$ cat config.mk
export PLATFORM = sky130hd
export DESIGN_NAME = halfmod_fetch
export DESIGN_NICKNAME = d
export VERILOG_FILES = /design/src/rtl/halfmod_pkg.sv /design/src/rtl/halfmod_ctrl.sv /design/src/rtl/halfmod_shaper.sv /design/src/rtl/halfmod_datapath.sv /design/src/rtl/halfmod_fetch.sv
export SDC_FILE = /design/constraint.sdc
export NUM_CORES = 1
export LEC_CHECK = 0
export BUFFER_PORTS_ARGS = -buffer_cell sky130_fd_sc_hd__buf_2
export CAP_MARGIN = 20
export CORE_MARGIN = 2
export CORE_UTILIZATION = 48
export CTS_BUF_LIST = sky130_fd_sc_hd__clkbuf_4 sky130_fd_sc_hd__clkbuf_8
export DETAILED_ROUTE_END_ITERATION = 10
export PLACE_DENSITY = 0.66
export SETUP_SLACK_MARGIN = 0.2
export SLEW_MARGIN = 10
export SYNTH_ARGS = -nofsm -noshare
export SYNTH_HDL_FRONTEND = slang
export SYNTH_SLANG_ARGS = --single-unit
$ cat constraint.sdc
create_clock -name clk -period 4.84 [get_ports clk]
set_input_delay 0.968 -clock clk [delete_from_list [all_inputs] [get_ports clk]]
set_output_delay 0.968 -clock clk [all_outputs]
set_load 0.005 [all_outputs]
$ cat src/rtl/halfmod_pkg.sv
package halfmod_pkg;

  // Strobes from control to datapath for one source operand
  typedef struct packed {
    logic useHigh;
    logic useLow;
    logic modErr;
  } modStrobe_t;

endpackage

$ cat src/rtl/halfmod_ctrl.sv
module halfmod_ctrl
  import halfmod_pkg::*;
#(
  parameter int LOG_N = 5
) (
  input  logic             hA,
  input  logic             lA,
  input  logic             hB,
  input  logic             lB,
  input  logic [LOG_N:0]   fieldWidth,
  output modStrobe_t       strobeA,
  output modStrobe_t       strobeB,
  output logic [LOG_N:0]   widthOh
);

  logic widthOk;

  // A width is usable only when exactly one bit is set and it is not the 1-bit width
  always_comb begin
    widthOk = $onehot(fieldWidth) && !fieldWidth[0];
    widthOh = widthOk ? fieldWidth : '0;
  end

  always_comb begin
    strobeA.useHigh = widthOk && hA && !lA;
    strobeA.useLow  = widthOk && lA && !hA;
    strobeA.modErr  = hA && lA;
    strobeB.useHigh = widthOk && hB && !lB;
    strobeB.useLow  = widthOk && lB && !hB;
    strobeB.modErr  = hB && lB;
  end

endmodule

$ cat src/rtl/halfmod_shaper.sv
module halfmod_shaper
  import halfmod_pkg::*;
#(
  parameter int LOG_N = 5,
  localparam int N = 1 << LOG_N
) (
  input  logic [N-1:0]   rawOp,
  input  modStrobe_t     strobe,
  input  logic [LOG_N:0] widthOh,
  output logic [N-1:0]   shapedOp
);

  logic [N-1:0] cand [LOG_N:1];

  // One candidate result per field width; each field takes the chosen half
  for (genvar k = 1; k <= LOG_N; k++) begin : g_width
    localparam int FW   = 1 << k;
    localparam int HW   = FW / 2;
    localparam int NFLD = N / FW;
    for (genvar f = 0; f < NFLD; f++) begin : g_field
      assign cand[k][f*FW +: FW] = strobe.useHigh
        ? {{HW{1'b0}}, rawOp[f*FW + HW +: HW]}
        : {{HW{1'b0}}, rawOp[f*FW +: HW]};
    end
  end

  logic [N-1:0] picked;

  always_comb begin
    picked = '0;
    for (int k = 1; k <= LOG_N; k++) begin
      if (widthOh[k]) picked = picked | cand[k];
    end
    shapedOp = (strobe.useHigh || strobe.useLow) ? picked : rawOp;
  end

endmodule

$ cat src/rtl/halfmod_datapath.sv
module halfmod_datapath
  import halfmod_pkg::*;
#(
  parameter int ADDR_W = 3,
  parameter int LOG_N  = 5,
  localparam int N     = 1 << LOG_N,
  localparam int NREG  = 1 << ADDR_W
) (
  input  logic              clk,
  input  logic              rstN,
  input  logic [ADDR_W-1:0] rdAddrA,
  input  logic [ADDR_W-1:0] rdAddrB,
  input  logic              wrEn,
  input  logic [ADDR_W-1:0] wrAddr,
  input  logic [N-1:0]      wrData,
  input  modStrobe_t        strobeA,
  input  modStrobe_t        strobeB,
  input  logic [LOG_N:0]    widthOh,
  output logic [N-1:0]      opA,
  output logic [N-1:0]      opB
);

  logic [N-1:0] regs [NREG];

  always_ff @(posedge clk or negedge rstN) begin
    if (!rstN) begin
      for (int i = 0; i < NREG; i++) regs[i] <= '0;
    end else if (wrEn) begin
      regs[wrAddr] <= wrData;
    end
  end

  logic [N-1:0] rawA, rawB;

  assign rawA = regs[rdAddrA];
  assign rawB = regs[rdAddrB];

  halfmod_shaper #(.LOG_N(LOG_N)) shapeA_i (
    .rawOp(rawA), .strobe(strobeA), .widthOh(widthOh), .shapedOp(opA)
  );

  halfmod_shaper #(.LOG_N(LOG_N)) shapeB_i (
    .rawOp(rawB), .strobe(strobeB), .widthOh(widthOh), .shapedOp(opB)
  );

endmodule

$ cat src/rtl/halfmod_fetch.sv
module halfmod_fetch
  import halfmod_pkg::*;
#(
  parameter int ADDR_W = 3,
  parameter int LOG_N  = 5,
  localparam int N     = 1 << LOG_N
) (
  input  logic              clk,
  input  logic              rstN,
  input  logic [ADDR_W-1:0] rdAddrA,
  input  logic              hA,
  input  logic              lA,
  input  logic [ADDR_W-1:0] rdAddrB,
  input  logic              hB,
  input  logic              lB,
  input  logic [LOG_N:0]    fieldWidth,
  input  logic              wrEn,
  input  logic [ADDR_W-1:0] wrAddr,
  input  logic [N-1:0]      wrData,
  output logic [N-1:0]      opA,
  output logic [N-1:0]      opB,
  output logic              errA,
  output logic              errB
);

  modStrobe_t     strobeA, strobeB;
  logic [LOG_N:0] widthOh;

  halfmod_ctrl #(.LOG_N(LOG_N)) ctrl_i (
    .hA(hA), .lA(lA), .hB(hB), .lB(lB),
    .fieldWidth(fieldWidth),
    .strobeA(strobeA), .strobeB(strobeB), .widthOh(widthOh)
  );

  halfmod_datapath #(.ADDR_W(ADDR_W), .LOG_N(LOG_N)) dp_i (
    .clk(clk), .rstN(rstN),
    .rdAddrA(rdAddrA), .rdAddrB(rdAddrB),
    .wrEn(wrEn), .wrAddr(wrAddr), .wrData(wrData),
    .strobeA(strobeA), .strobeB(strobeB), .widthOh(widthOh),
    .opA(opA), .opB(opB)
  );

  assign errA = strobeA.modErr;
  assign errB = strobeB.modErr;

endmodule

==> results of run 1 <==
logic make-up (layout without fill, tap and decap cells):
logic type,after synthesis,count (layout)
muxes,450,450
DFF,256,256
AOI/OAI and AO/OA,214,214
and+or+nand+nor,184,184
buffers and inverters,109,322
adders and majority gates,6,6
xor gates and xnor gates,2,2
other,0,2
cells in the final DEF, fill, tap and decap left out, types with 5 or more instances in the layout:
cell type / instances
nor3_4: 5
nor2_1: 39
buf_2: 113
a21o_1: 7
nand2_1: 49
a22oi_1: 17
a21oi_1: 36
buf_6: 6
o211ai_1: 15
nand4_1: 5
mux2_2: 281
o21ai_0: 50
mux2i_1: 51
buf_12: 9
nor3_2: 5
nand3_1: 20
clkbuf_8: 61
a31oi_1: 5
inv_1: 9
a221o_1: 15
nor2b_1: 18
clkinv_2: 5
dfrtp_1: 256
buf_4: 100
mux4_2: 117
o22ai_1: 20
nand2b_1: 8
clkbuf_4: 12
nor3_1: 12
where the power goes:
part	internal [uW]	switching (uW)
clock network	1220	933
registers	2620	332
logic	1310	1180
metal layers:
metal  vias up  wire length (microns)  share of wire [%]
met1      6259                  21500                 44
li1       5153                      -                  -
met5         -                      9              0.018
met4         2                   1650                3.3
met3       128                   4390                8.9
met2       624                  21800                 44
stage by stage:
step / power (uW) / util [%]
after global routing: 7970 / 57.2
after floorplan: 4410 / -
after CTS: 7570 / 56.8
after global placement: 5320 / 53.6
final: 7600 / 57.3
after detailed placement: 5390 / 53.6
area by class of cell:
cell class	instances	area (sq um)
well taps	442	553
diodes	2	5.00
flip-flops and latches	256	6410
inverters	11	41.3
fillers	2725	13800
repair buffers	230	1590
clock inverters	8	50.0
clock buffers	73	930
multi-input cells	856	8950
how the worst max path moves through the flow:
stage,endpoint,startpoint,slack (ns),depth (start not counted)
floorplan,opA[4],fieldWidth[0],0.40,11
finish,opB[24],fieldWidth[0],0.25,11
CTS,opA[10],fieldWidth[0],0.19,14
detailed placement,opB[6],fieldWidth[0],0.07,14
global placement,opB[6],fieldWidth[0],0.1,14
global route,opB[4],fieldWidth[0],0.19,12
timing repair:
item / CTS / global route
endpoints found under the setup margin: 31 / 56
pin swaps: 3 / 9
gates cloned: 0 / 0
buffers inserted: 3 / 2
resized for setup: 10 / 30
==> metrics.cfg, run 1 <==
[drt]
post_drt_wl_per_cell_microns = 26.3
drc = 0
drtIter0Drc = 1031
vias = 12166
drtAntennaViolNets = 0
first_pass_iters = 5
viasPerCell = 6.48
wl_mm = 49.3

[yosys]
synth_top_family_by_area = multiplexers
synthMuxAreaShare_pct = 40.3
synth_adder_area_share_pct = 0.574
synthesis.instances = 1221
seq_area_frac_synth_pct = 40.8
postSynthAreaPerCell_sq_um = 12.9
yosysMostFrequentCell = mux2_2
synth_cell_type_count = 64
syn_nets = 1281
synth_edf_count = 0
synth_xor_area_share_pct = 0.159
ys_warn_count = 0
async_flop_share_pct = 100
synth_area_sq_um = 15700
synth.top_cell.area_share_pct = 40.8
yosysTopAreaCell = dfrtp_1
synth_area_leaders = dfrtp_1 41%, mux2_2 20%, mux4_2 17%, mux2i_1 3.3%, o21ai_0 1.7%
synth_compound_area_share_pct = 9.11
yosys.area_share.simple_pct = 5.90
yosys-top-cells-count = 281 x mux2_2, 256 x dfrtp_1, 117 x mux4_2
synthFlopType = dfrtp_1
ys_seq_elements = 256

[pwr]
ir_drop_mv = 0.221
power_density_nw_per_um2 = 410
leakage_uw = 0.00771

[cells_and_area]
layout.cells.non_filler = 1878
reg_top3 = dp_i.regs x256
area_growth_pct = 18.1
drive_above_1_share_pct = 52.0
top_register = dp_i.regs
num-nets-final = 1461
largest_reg_flops = 256
postLayoutCellArea_sq_um = 18500

[critical_path]
path_max_fanout = 16
end_kind = output port
start_kind = primary input
crit_type = primary input to output port
critPathMaxStageDelay_ns = 0.60
worstPathCellList = buf_4 -> ha_4 -> fa_2 -> ha_4 -> nor3_2 -> buf_6 -> nand3_1 -> buf_4 -> a2111oi_0 -> a211oi_1 -> buf_2
r2r-end = dp_i.regs[201]
r2r-start = dp_i.regs[201]
crit_family = adder cells
reg2regPathDepth = 1
cp_slowest_cell = fa_2
worstPathRequired_ns = 3.87
crit_buf_inv = 4
r2r_setup_slack_ns = 4.04
cp.arrival_ns = 3.62

[floorplanning]
core_sq_um = 32400
rows = 66
die_y_microns = 185
io_pins = 120
die_w_microns = 185
initial_core_util_pct = 48.5
dieArea_sq_um = 34200

[placed_design]
port-buffer-count = 119
dp_slack_ns = 0.0682
place_area_sq_um = 17300
gp_congestion = 1.04
dp_hpwl_mm = 33.5
place_inst = 1790

[status]
status = finished clean

[timing]
hold_violations = 0
fmax_ghz = 0.218
finalSetupViolCount = 0
final.setup.tns_ns = 0
fin_skew_ns = 0
slew_violations = 0
whs_ns = 0.434
maxSlewHeadroom_pct = 29.0
final.min_clock_period_ns = 4.59
setup_slack_ns = 0.250
worst_pin_slew_ns = 1.06
rsz0062_at_grt = false
min_period_over_period_pct = 94.8

[clock_tree]
cts_buffer_depth = 3
ctsHtreeMaxLevel = 2
cts_buffers = 46
clk_pin_slew_ns = 0.05
clk_latency_ns = 0.57
cts_hold_buffers = 0
cts_root_buf = clkbuf_8
cts_tree = done
cts_sinks = 256

[grt]
use_met1_pct = 42.3
top_usage_layer = met2
grt_max_degree = 105
grt_pass1_wl_mm = 75.0
antenna_found_initial = 3
grt_util_all_layers_pct = 29.3
grt_overflow_total = 0
met3_usage_pct = 5.94
grtUsageMet2_pct = 44.1
grt_pass1_vias = 12261

[job]
cap_violations = 0

[hold_path]
hp-class = primary input to async pin

(Power assumes the default switching activity.)
==> run 2, diff against run 1 <==
==> constraint.sdc (replaced) <==
create_clock -name clk -period 4.84 [get_ports clk]
set_input_delay 0 -clock clk [delete_from_list [all_inputs] [get_ports clk]]
set_output_delay 0 -clock clk [all_outputs]
set_load 0.005 [all_outputs]
==> run 2 against run 1 <==
Against the previous run:
- maximum frequency increased by 24%
- die area unchanged
- flip-flop and latch count did not move
- critical path type unchanged
- core utilization is 1.8 points lower
- worst setup slack gained 0.88 ns
- sequential share of layout area up 1.2 points
==> metrics.cfg, run 2 (same netlist as run 1, synthesis figures left out) <==
[drt]
first_pass_iters = 5  ; unchanged
vias = 11856  ; was 12.2k
drc = 0  ; unchanged
drtIter0Drc = 1188  ; was 1031
viasPerCell = 6.50  ; was 6.48
post_drt_wl_per_cell_microns = 26.2  ; was 26.3 microns
drtAntennaViolNets = 0  ; unchanged
wl_mm = 47.8  ; was 49.3 mm

[floorplanning]
initial_core_util_pct = 48.5  ; unchanged
io_pins = 120  ; unchanged
rows = 66  ; unchanged
die_w_microns = 185  ; unchanged
dieArea_sq_um = 34200  ; unchanged
core_sq_um = 32400  ; unchanged
die_y_microns = 185  ; unchanged

[cells_and_area]
area_growth_pct = 14.3  ; was 18.1%
postLayoutCellArea_sq_um = 17900  ; was 18500 sq um
final_common_cell = mux2_2  ; unchanged
drive_above_1_share_pct = 46.5  ; was 52.0%
n_fill_cell = 2765  ; was 2725
reg_top3 = dp_i.regs x256  ; unchanged
layout_common_cells = 281 x mux2_2, 256 x dfrtp_1, 117 x mux4_2  ; unchanged
top_register = dp_i.regs  ; unchanged
n_antenna_cell = 0  ; was 2
largest_reg_flops = 256  ; unchanged
num-nets-final = 1411  ; was 1461

[placed_design]
dp_hpwl_mm = 31.1  ; was 33.5 mm
place_area_sq_um = 16700  ; was 17300 sq um
gp_congestion = 0.992  ; was 1.04
port-buffer-count = 119  ; unchanged
dp_slack_ns = 1.25  ; was 0.0682 ns

[grt]
grt_pass1_vias = 11792  ; was 12.3k
grt_pass1_wl_mm = 72.8  ; was 75.0 mm
grt_overflow_total = 0  ; unchanged
grt_max_degree = 143  ; was 105
antenna_found_initial = 0  ; was 3
grt_util_all_layers_pct = 28.3  ; was 29.3%

[timing]
maxSlewHeadroom_pct = 22.7  ; was 29.0%
rsz0062_at_grt = false  ; unchanged
final.setup.tns_ns = 0  ; unchanged
min_period_over_period_pct = 76.7  ; was 94.8%
final.min_clock_period_ns = 3.71  ; was 4.59 ns
fmax_ghz = 0.269  ; was 0.218 GHz
hold_violations = 0  ; unchanged
setup_slack_ns = 1.13  ; was 0.250 ns
finalSetupViolCount = 0  ; unchanged
fin_skew_ns = 0  ; unchanged
worst_pin_slew_ns = 1.16  ; was 1.06 ns
slew_violations = 0  ; unchanged

[critical_path]
cp.arrival_ns = 3.71  ; was 3.62 ns
crit_type = primary input to output port  ; unchanged
r2r-start = dp_i.regs[200]  ; was dp_i.regs[201]
path_max_fanout = 26  ; was 16
start_kind = primary input  ; unchanged
worstPathRequired_ns = 4.84  ; was 3.87 ns
r2r_setup_slack_ns = 4.04  ; about the same
reg2regPathDepth = 1  ; unchanged
r2r-end = dp_i.regs[200]  ; was dp_i.regs[201]
end_kind = output port  ; unchanged

[clock_tree]
cts_buffer_depth = 3  ; unchanged
cts_resized = 0  ; was 10
cts_buffers = 45  ; was 46
cts_root_buf = clkbuf_8  ; unchanged
cts_sinks = 256  ; unchanged
ctsHtreeMaxLevel = 2  ; unchanged
cts_tree = done  ; unchanged
clk_latency_ns = 0.58  ; was 0.57 ns
clk_pin_slew_ns = 0.06  ; was 0.05 ns

[status]
status = finished clean  ; unchanged

[pwr]
power_density_nw_per_um2 = 410  ; about the same
ir_drop_mv = 0.185  ; was 0.221 mV
leakage_uw = 0.00737  ; was 0.00771 uW

[hold_path]
hp-class = primary input to async pin  ; unchanged

[job]
cap_violations = 0  ; unchanged

[run 2: cell types whose count changed in the layout (fill, tap and decap cells not counted), moves of 4 or more]
cell,change
buf_12,-8
o21ai_0,+4
buf_4,-68
nor3_2,+4
nor3_4,-5
dlygate4sd3_1,+33
clkbuf_8,-5
buf_6,-6
[run 2: repair_timing]
action / CTS / global route
endpoints found under the hold margin: 397 / 0
hold buffers: 33 / 0
setup buffers: 0 / 0
[run 2: per-layer routing]
layer,GRT usage (%),share of wire [%],vias to the layer above
met5,0,0,-
met4,8.03,2.4,0
met3,5.66,8.6,108
met2,42.2,45,576
met1,42.1,44,6133
li1,-,-,5039
[run 2: through the flow]
step,total power (uW),std cells,utilization (%),hold slack [ns]
after floorplan,4410,1221,-,-0.296
after global placement,5180,1713,51.5,0.233
after detailed placement,5250,1713,51.5,0.235
after CTS,7370,1825,55.4,0.186
after global routing,7710,1825,55.4,0.247
final,7350,1825,55.4,0.159
[run 2: area by class of cell]
cell class / instances / area [sq um] / share of cell area, %
multi-input combinational: 856 / 8820 / 49.2
sequential: 256 / 6410 / 35.7
timing repair buffer: 181 / 1180 / 6.56
clock buffer: 71 / 883 / 4.92
tap: 442 / 553 / 3.08
clock inverter: 8 / 52.6 / 0.293
inverter: 11 / 41.3 / 0.230
[run 2: worst max-delay path, cell delays in order]
cell and delay (ns):
buf_2 0.49, ha_1 0.29, fa_1 0.44, ha_1 0.31, or3_1 0.66, a211oi_2 0.86
a32oi_1 0.20, o22ai_1 0.19, a21o_1 0.14, buf_2 0.12
[run 2: power by group]
group / internal, uW / switching, uW / total [uW]
clock network: 1160 / 912 / 2070
registers: 2620 / 327 / 2940
logic: 1200 / 1130 / 2330
total: 4970 / 2370 / 7350
[run 2: worst max path at each step]
stage	from	slack, ns	end
detailed placement	fieldWidth[4]	1.25	opA[10]
global placement	fieldWidth[4]	1.28	opA[10]
global route	fieldWidth[4]	0.99	opA[4]
finish	fieldWidth[4]	1.13	opA[10]
CTS	fieldWidth[4]	1.24	opA[10]
floorplan	fieldWidth[0]	2.34	opA[4]
==> run 3, diff against run 2 <==
Clock period 4.84 ns to 3.9 ns, I/O delays scaled along.
==> run 3 against run 2 <==
Against the previous run:
- non-clock buffer count grew 24
- clock skew unchanged
- global-route usage increased by 0.71 points
- cell area is 1.4% higher
- first-iteration DRC count fell by 3.2%
- sequential power increased by 24%
- register-to-register slack lost 0.95 ns
- die area is the same
- core utilization increased by 0.80 points
- worst setup slack worse by 0.46 ns
- largest power group unchanged
- clock power rose by 30%
- total power grew 27%
==> metrics.cfg, run 3 (same netlist as run 1, synthesis figures left out) <==
[status]
status = finished clean  ; unchanged

[cells_and_area]
layout_common_cells = 281 x mux2_2, 256 x dfrtp_1, 117 x mux4_2  ; unchanged
area_growth_pct = 15.9  ; was 14.3%
largest_reg_flops = 256  ; unchanged
n_fill_cell = 2698  ; was 2765
drive_above_1_share_pct = 47.3  ; was 46.5%
final_common_cell = mux2_2  ; unchanged
utilization_pct = 56.2  ; was 55.4%
layout.cells.non_filler = 1850  ; was 1825
num-nets-final = 1435  ; was 1411
top_register = dp_i.regs  ; unchanged
reg_top3 = dp_i.regs x256  ; unchanged

[floorplanning]
io_pins = 120  ; unchanged
core_sq_um = 32400  ; unchanged
die_y_microns = 185  ; unchanged
rows = 66  ; unchanged
initial_core_util_pct = 48.5  ; unchanged
dieArea_sq_um = 34200  ; unchanged
die_w_microns = 185  ; unchanged

[hold_path]
hp-class = primary input to flop  ; was primary input to async pin

[critical_path]
worstPathRequired_ns = 3.90  ; was 4.84 ns
path_max_fanout = 13  ; was 26
end_kind = output port  ; unchanged
r2r_setup_slack_ns = 3.09  ; was 4.04 ns
cp.arrival_ns = 3.24  ; was 3.71 ns
start_kind = primary input  ; unchanged
crit_type = primary input to output port  ; unchanged

[timing]
final.min_clock_period_ns = 3.24
final.setup.tns_ns = 0  ; unchanged
finalSetupViolCount = 0  ; unchanged
rsz0062_at_grt = false  ; unchanged
slew_violations = 0  ; unchanged
fmax_ghz = 0.309
maxSlewHeadroom_pct = 32.7  ; was 22.7%
setup_slack_ns = 0.665  ; was 1.13 ns
min_period_over_period_pct = 83.0
worst_pin_slew_ns = 0.982  ; was 1.16 ns
fin_skew_ns = 0  ; unchanged
hold_violations = 0  ; unchanged

[clock_tree]
cts_buffer_depth = 3  ; unchanged
clk_pin_slew_ns = 0.06  ; about the same
cts_tree = done  ; unchanged
cts_sinks = 256  ; unchanged
ctsHtreeMaxLevel = 2  ; unchanged
cts_buffers = 45  ; unchanged
cts_root_buf = clkbuf_8  ; unchanged
clk_latency_ns = 0.61  ; was 0.58 ns
post_cts_buffers = 0  ; unchanged

[drt]
viasPerCell = 6.50  ; about the same
post_drt_wl_per_cell_microns = 26.4  ; was 26.2 microns
vias = 12025  ; was 11.9k
first_pass_iters = 6  ; was 5
drtAntennaViolNets = 0  ; unchanged
wl_mm = 48.8  ; was 47.8 mm
drtIter0Drc = 1150  ; was 1188
drc = 0  ; unchanged

[job]
cap_violations = 0  ; unchanged

[pwr]
combPwrFrac_pct = 31.6  ; was 31.7%
leakage_uw = 0.00753  ; was 0.00737 uW
p_clk_share_pct = 29.0  ; was 28.2%
p_int_uw = 6300  ; was 4970 uW
switching_power_uw = 3000  ; was 2370 uW
power_density_nw_per_um2 = 511  ; was 410 nW/um^2
switching_share_pct = 32.3  ; about the same
ir_drop_mv = 0.257  ; was 0.185 mV
seq_power_share_pct = 39.4  ; was 40.1%
report.power.total_uw = 9300  ; was 7350 uW

[grt]
grt_pass1_wl_mm = 74.0  ; was 72.8 mm
use_met1_pct = 41.3  ; was 42.1%
grt_pass1_vias = 12011  ; was 11.8k
grt_util_all_layers_pct = 29.0  ; was 28.3%
grt_max_degree = 136  ; was 143
grt_overflow_total = 0  ; unchanged
grtUsageMet2_pct = 43.1  ; was 42.2%
top_usage_layer = met2  ; unchanged
met3_usage_pct = 8.10  ; was 5.66%
antenna_found_initial = 0  ; unchanged

[placed_design]
place_inst = 1735  ; was 1713
dp_slack_ns = 0.708  ; was 1.25 ns
dp_hpwl_mm = 32.4  ; was 31.1 mm
gp_congestion = 0.988  ; was 0.992
port-buffer-count = 119  ; unchanged

==> run 3: changes by cell type in the layout (fill, tap and decap cells not counted), moves of 2 or more <==
cell	previous run	this run
clkinv_8	0	2
buf_12	1	3
clkinvlp_4	2	0
buf_4	32	53
inv_6	2	0
clkbuf_8	56	53
bufinv_16	0	2
==> run 3: area by class of cell <==
class | instances | area, sq um | share of cell area [%]
inverters | 11 | 41.3 | 0.227
clock inverters | 10 | 134 | 0.736
clock buffers | 69 | 850 | 4.67
well taps | 442 | 553 | 3.04
diodes | 1 | 2.50 | 0.0138
flip-flops and latches | 256 | 6410 | 35.2
repair buffers | 205 | 1380 | 7.61
multi-input cells | 856 | 8820 | 48.5
==> run 3: worst paths after layout <==
| kind | start | endpoint | cells after the start |
|---|---|---|---|
| worst min-delay path | wrData[3] | dp_i.regs[195] | 3 |
| worst max-delay path | fieldWidth[0] | opA[22] | 12 |
| max in group asynchronous | rstN | dp_i.regs[247] | 4 |
| min in group asynchronous | rstN | dp_i.regs[170] | 3 |
| worst max register to register | dp_i.regs[94] | dp_i.regs[94] | 1 |
| worst min register to register | dp_i.regs[178] | dp_i.regs[178] | 1 |
==> run 3: timing repair <==
item	in CTS	in global routing
hold endpoints to repair	342	0
hold buffers	35	0
gates resized for setup	0	0
==> run 3: through the flow <==
step           hold WS, ns  area, sq um
2_1_floorplan       -0.296        15700
5_1_grt              0.274        18200
6_report             0.264        18200
4_1_cts              0.231        18200
3_5_place_dp        0.0598        16800
3_3_place_gp        0.0543        16800
==> run 3: critical path: stages <==
cell	delay, ns
buf_2	0.12
ha_1	0.27
inv_1	0.05
fa_1	0.41
inv_1	0.06
ha_1	0.24
or3_1	0.69
a211oi_2	0.58
buf_4	0.26
a21oi_1	0.07
a221o_1	0.33
buf_2	0.14
==> run 3: power groups by stage <==
stage	combinational (uW)	sequential, uW	clock, uW
after global placement	2820	3650	0
after global routing	3120	3750	2870
after CTS	2900	3660	2750
final	2940	3660	2700
after floorplan	1920	3550	0
after detailed placement	2860	3700	0
==> run 3: routing by layer <==
layer | vias up | share of wire, %
met5 | - | 0
met1 | 6167 | 43
met4 | 0 | 2.7
li1 | 5090 | -
met3 | 100 | 11
met2 | 668 | 44
